$ cat src/rtl/mmseq_pkg.sv
package mmseq_pkg;

  typedef enum logic [2:0] {
    ST_PWR_WAIT,
    ST_PWR_MUTE,
    ST_IDLE,
    ST_CONFIRM,
    ST_PRE,
    ST_SETTLE
  } seq_state_t;

  function automatic int max_int(input int a, input int b);
    return (a > b) ? a : b;
  endfunction

endpackage

$ cat src/rtl/mmseq_sync.sv
module mmseq_sync #(
  parameter int   STAGES  = 2,
  parameter logic RST_VAL = 1'b1
) (
  input  logic clk,
  input  logic rst_n,
  input  logic d,
  output logic q
);

  logic [STAGES-1:0] chain;

  for (genvar i = 0; i < STAGES; i++) begin : g_stage
    if (i == 0) begin : g_first
      always_ff @(posedge clk or negedge rst_n) begin
        if (!rst_n) chain[i] <= RST_VAL;
        else        chain[i] <= d;
      end
    end else begin : g_next
      always_ff @(posedge clk or negedge rst_n) begin
        if (!rst_n) chain[i] <= RST_VAL;
        else        chain[i] <= chain[i-1];
      end
    end
  end

  assign q = chain[STAGES-1];

endmodule

$ cat src/rtl/mmseq_timer.sv
module mmseq_timer #(
  parameter int CLK_HZ = 1_000_000,
  parameter int MS_W   = 11,
  parameter int RST_MS = 100
) (
  input  logic            clk,
  input  logic            rst_n,
  input  logic            load,
  input  logic [MS_W-1:0] load_ms,
  output logic            expire
);

  localparam int DIV   = CLK_HZ / 1000;
  localparam int PRE_W = (DIV > 1) ? $clog2(DIV) : 1;

  logic [PRE_W-1:0] pre;
  logic [MS_W-1:0]  rem;
  logic             tick;

  // prescaler restarts on every load so each phase is an exact cycle count
  assign tick   = (pre == PRE_W'(DIV - 1));
  assign expire = (rem == MS_W'(1)) && tick;

  always_ff @(posedge clk or negedge rst_n) begin
    if (!rst_n) begin
      pre <= '0;
      rem <= MS_W'(RST_MS);
    end else if (load) begin
      pre <= '0;
      rem <= load_ms;
    end else if (rem != '0) begin
      if (tick) begin
        pre <= '0;
        rem <= rem - 1'b1;
      end else begin
        pre <= pre + 1'b1;
      end
    end
  end

endmodule

$ cat src/rtl/mute_mode_seq.sv
module mute_mode_seq
  import mmseq_pkg::*;
#(
  parameter int   CLK_HZ      = 1_000_000,
  parameter logic MODE_INVERT = 1'b1,
  parameter int   PWR_WAIT_MS = 100,
  parameter int   PWR_MUTE_MS = 1500,
  parameter int   CONFIRM_MS  = 50,
  parameter int   PRE_MS      = 250,
  parameter int   SETTLE_MS   = 700
) (
  input  logic clk,
  input  logic rst_n,
  input  logic sw_n,
  output logic mute,
  output logic mode
);

  localparam int MAX_MS = max_int(max_int(max_int(PWR_WAIT_MS, PWR_MUTE_MS),
                                          max_int(CONFIRM_MS, PRE_MS)), SETTLE_MS);
  localparam int MS_W   = $clog2(MAX_MS + 1);

  seq_state_t      st_q, st_d;
  logic            mute_q, mute_d;
  logic            mode_q, mode_d;
  logic            pend_q, pend_d;
  logic            sw_s, samp;
  logic            tmr_load, tmr_done;
  logic [MS_W-1:0] tmr_ms;

  mmseq_sync #(.STAGES(2), .RST_VAL(1'b1)) u_sync (
    .clk   (clk),
    .rst_n (rst_n),
    .d     (sw_n),
    .q     (sw_s)
  );

  assign samp = MODE_INVERT ? ~sw_s : sw_s;

  mmseq_timer #(.CLK_HZ(CLK_HZ), .MS_W(MS_W), .RST_MS(PWR_WAIT_MS)) u_tmr (
    .clk     (clk),
    .rst_n   (rst_n),
    .load    (tmr_load),
    .load_ms (tmr_ms),
    .expire  (tmr_done)
  );

  always_comb begin
    st_d     = st_q;
    mute_d   = mute_q;
    mode_d   = mode_q;
    pend_d   = pend_q;
    tmr_load = 1'b0;
    tmr_ms   = '0;
    case (st_q)
      ST_PWR_WAIT: if (tmr_done) begin
        mode_d   = samp;
        tmr_load = 1'b1;
        tmr_ms   = MS_W'(PWR_MUTE_MS);
        st_d     = ST_PWR_MUTE;
      end
      ST_PWR_MUTE: if (tmr_done) begin
        mute_d = 1'b0;
        st_d   = ST_IDLE;
      end
      ST_IDLE: if (samp != mode_q) begin
        tmr_load = 1'b1;
        tmr_ms   = MS_W'(CONFIRM_MS);
        st_d     = ST_CONFIRM;
      end
      ST_CONFIRM: if (tmr_done) begin
        if (samp != mode_q) begin
          pend_d   = samp;
          mute_d   = 1'b1;
          tmr_load = 1'b1;
          tmr_ms   = MS_W'(PRE_MS);
          st_d     = ST_PRE;
        end else begin
          st_d = ST_IDLE;
        end
      end
      ST_PRE: if (tmr_done) begin
        mode_d   = pend_q;
        tmr_load = 1'b1;
        tmr_ms   = MS_W'(SETTLE_MS);
        st_d     = ST_SETTLE;
      end
      ST_SETTLE: if (tmr_done) begin
        mute_d = 1'b0;
        st_d   = ST_IDLE;
      end
      default: begin
        mute_d = 1'b1;
        st_d   = ST_PWR_WAIT;
      end
    endcase
  end

  always_ff @(posedge clk or negedge rst_n) begin
    if (!rst_n) begin
      st_q   <= ST_PWR_WAIT;
      mute_q <= 1'b1;
      mode_q <= 1'b0;
      pend_q <= 1'b0;
    end else begin
      st_q   <= st_d;
      mute_q <= mute_d;
      mode_q <= mode_d;
      pend_q <= pend_d;
    end
  end

  assign mute = mute_q;
  assign mode = mode_q;

endmodule

$ cat config.mk
export PLATFORM = sky130hd
export DESIGN_NAME = mute_mode_seq
export DESIGN_NICKNAME = d
export VERILOG_FILES = /design/src/rtl/mmseq_pkg.sv /design/src/rtl/mmseq_sync.sv /design/src/rtl/mmseq_timer.sv /design/src/rtl/mute_mode_seq.sv
export SDC_FILE = /design/constraint.sdc
export NUM_CORES = 1
export LEC_CHECK = 0
export BUFFER_PORTS_ARGS = -buffer_cell sky130_fd_sc_hd__buf_4
export CORE_MARGIN = 1.5
export CORE_UTILIZATION = 46
export DETAILED_ROUTE_END_ITERATION = 8
export GPL_TIMING_DRIVEN = 0
export MAX_ROUTING_LAYER = met4
export SLEW_MARGIN = 0
export SYNTH_ARGS = -nofsm -noshare
export SYNTH_HDL_FRONTEND = slang
export SYNTH_SLANG_ARGS = --single-unit
$ cat constraint.sdc
create_clock -name clk -period 2.55 [get_ports clk]
set_input_delay 0.1275 -clock clk [delete_from_list [all_inputs] [get_ports clk]]
set_output_delay 0.1275 -clock clk [all_outputs]
set_load 0.02 [all_outputs]
==> summary.md <==
| Metric | Value |
|---|---|
| Final WS setup | 142.8 ps |
| Reg power frac | 51.0% |
| Layout cells sized above 1 | 21.46% |
| Design Power | 910.7 uW |
| Ant diodes | 0 |
| Worst setup path class | reg2reg |
| Synth Flop Type | dfrtp_1 |
| Nets@finish | 211 |
| Skew final | 6.636 ps |
| Crit path depth | 9 |
| Vias in the first global route | 1506 |
| Worst Path Required | 2730 ps |
| Die area | 0.004247 mm2 |
| Least-Margin Pin Slew | 619.9 ps |
| Pin count of the biggest net entering global routing | 30 |
| CTS Buf Count | 5 |
| Setup TNS Final | 0 ps |
| GP Congestion | 0.9116 |
| Net switching power | 197.8 uW |
| Syn Inst Count | 188 |
| Maximum root-to-sink buffer count | 2 |
| Die outline height | 65.17 um |
| # DRC | 0 |
| CTS H-tree lvls | 2 |
| Final setup vio count | 0 |
| Fillers | 357 |
| Sw frac | 21.72% |
| Post-route clock period utilization | 94.40% |
| Std-Cell Rows | 22 |
| PortBufs | 4 |
| Post-place setup slack | 80.67 ps |
| Yosys Warn Count | 0 |
| Core ar. | 0.003689 mm2 |
| Via density | 6.032 |
| Post-route minimum period | 2407 ps |
| Final non-filler cell total | 253 |
| 1st-pass router iterations | 4 |
| GR Overflow Total | 0 |
| CP max stage delay | 440 ps |
| Status | finished clean |
| Highest metal used | met4 |
| Crit-path slowest cell | nor4_4 |
| Worst hold slack | 292.3 ps |
| Clock network fraction of total power | 47.1% |
| Area Growth Syn to Fin | 13.72% |
| Average routed wire per standard cell | 16.26 um |
| Drt initial violations | 125 |
| Most frequent cells in the layout | dfrtp_1, nand2_1, nor2_1 |
| Sequential area share after synthesis | 41.24% |
| Metal3 WL | 187 um |
| DRT met1 WL | 1.987 mm |
| Dpl cell area | 0.001868 mm2 |
| Flops & latches, synth | 29 |
| CTS root buf | clkbuf_8 |
| Clock Latency Late Sink | 290 ps |
| Max Cap Viol | 0 |
| Post-Route WL | 4.113 mm |
| Met2 WL post-DR | 1.871 mm |
| Hold Violations, Final | 0 |
| CP Data Arrival Time | 2580 ps |
| Pint | 712.9 uW |
| Reg clk slew, reported paths | 70 ps |
| Critical path cell sequence | nor4_4, buf_4, and4_1, buf_2, nor2_1, buf_2, nor3_2, a21oi_1, o2bb2a_4 |
| Core Util, Final | 54.82% |
| Tot GR Track Use | 23.19% |
| LEAKAGE | 0.9083 nW |
| Worst vdd ir | 0.3676 mV |
| Worst path buffer plus inverter count | 3 |
| Worst setup SP type | flip-flop |
| Global-route wire length before repair | 7.258 mm |
| Synthesized area per cell | 9.457 um2 |
| Unrepaired setup endpoints after global routing | no |
| Worst-path maximum fanout | 10 |
| Cell variety after synth | 47 |
| Critical Path End Type | flip-flop |
| Clock sink count | 29 |
| CP Launch Point | u_tmr.rem[3]$_DFFE_PN0P_ |
| DP Wirelength | 2.944 mm |
| P per Cell Area | 450.4 mW/mm2 |
| Synth Net Count | 195 |
| FF-to-FF Start | u_tmr.rem[3]$_DFFE_PN0P_ |
| I/O pin total | 5 |
| Initial core utilization | 48.20% |
| Number of synthesized flops with an enable pin | 0 |
| Slew headroom | 58.29% |
| DRT antenna net count | 0 |
| Post-synth ARST share | 100.0% |
| CP dominant cell by count | buf_2 |
| Final Slew Violations | 0 |
| Most common cell after layout, fill and taps aside | dfrtp_1 |
| Combinational fraction of design power | 1.9% |
| Family with the most delay on the worst path | simple AND/OR/NAND/NOR gates |
| Fmax | 415.4 MHz |
| Antenna violations before repair | 0 |
| Die width | 65.17 um |
| Register-to-Register Path Depth | 9 |
| Post-Syn Area | 0.001778 mm2 |
| Total number of vias | 1526 |
| Placed cell count | 240 |
| TritonCTS clock tree | yes |
| Final Instance Area | 0.002022 mm2 |
| HP Class | in2async |
==> power by group through the flow <==
stage,sequential (mW),combinational [mW],clock [mW]
global placement,0.472,0.0153,0
finish,0.465,0.0173,0.429
global route,0.464,0.0202,0.457
detailed placement,0.473,0.0162,0
floorplan,0.472,0.00376,0
CTS,0.465,0.0185,0.438
==> worst register-to-register path: stages (launching register included) <==
cell and delay [ps]:
dfrtp_1 430, nor4_4 440, buf_4 200, and4_1 170, buf_2 190, nor2_1 70, buf_2 200, nor3_2 280
a21oi_1 100, o2bb2a_4 220
==> cell usage after synthesis (2+ instances only) <==
master     n  area share [%]
a21oi_1   12             3.4
nor4_4     3             3.6
nand2_1   19             4.0
dfstp_2    6             8.9
or4_1      3             1.3
xnor2_1    6             3.0
nand2b_1   2            0.70
and4_1     3             1.5
buf_2      3            0.84
nand2_2    3             1.1
nand4_1    8             2.8
nand3_1    8             2.3
and2_1     2            0.70
mux2i_1    2             1.1
xor2_1     4             2.0
nor3_1     7             2.0
a31oi_2    2             1.4
dfrtp_1   23              32
ha_1       4             2.8
or3_1      5             1.8
o21ai_0   11             3.1
nor4_1     2            0.70
inv_1      7             1.5
and3_1     3             1.1
nor2_1    14             3.0
o22ai_1    3             1.1
o21ai_1    3            0.84
==> final cells by class <==
type	instances	area, um2	area share, %
plain buffers	5	30.03	1.485
clock buffers	7	96.34	4.765
clock inverters	1	5.005	0.2475
inverters	7	26.28	1.300
multi-input cells	147	998.5	49.38
flip-flops and latches	29	733.2	36.26
well taps	48	60.06	2.970
repair buffers	9	72.57	3.589
==> worst paths after layout <==
check | to | slack (ps)
min | u_tmr.pre[6]$_DFFE_PN0P_ | 290
min in group clk | u_sync.q$_DFF_PN1_ | 360
max in group asynchronous | u_sync.q$_DFF_PN1_ | 1940
min reg2reg | u_sync.q$_DFF_PN1_ | 360
max reg2reg | u_tmr.rem[9]$_DFFE_PN0P_ | 140
max | u_tmr.rem[9]$_DFFE_PN0P_ | 140
==> state kept, by name, indices dropped and copies added (netlist names) <==
register / flops
u_tmr.rem: 11
u_tmr.pre: 10
st_q: 3
mode: 1
mute: 1
pend_q: 1
u_sync.chain: 1
u_sync.q: 1
==> metal layers <==
| metal | global-route usage, % | vias to the layer above |
|---|---|---|
| met3 | 4.452 | 7 |
| met4 | 8.594 | 0 |
| met5 | - | - |
| li1 | - | 729 |
| met2 | 33.93 | 35 |
| met1 | 32.19 | 755 |
==> what timing repair did <==
item,4_1_cts,5_1_grt
endpoints found under the setup margin,0,6
resized for setup,0,2
hold buffers,2,0
hold endpoints to repair,24,0
setup buffers,0,3
==> logic make-up (layout without fill, tap and decap cells) <==
family          Yosys count  after routing  share of synthesized area (%)
simple gates             88             88                          29.63
compound gates           43             43                          17.10
flops                    29             29                          41.24
buf+inv                  12             29                          3.167
xor+xnor                 10             10                          4.926
fa+ha+maj                 4              4                          2.815
mux                       2              2                          1.126
No activity file was read; power rests on OpenSTA's default activity.
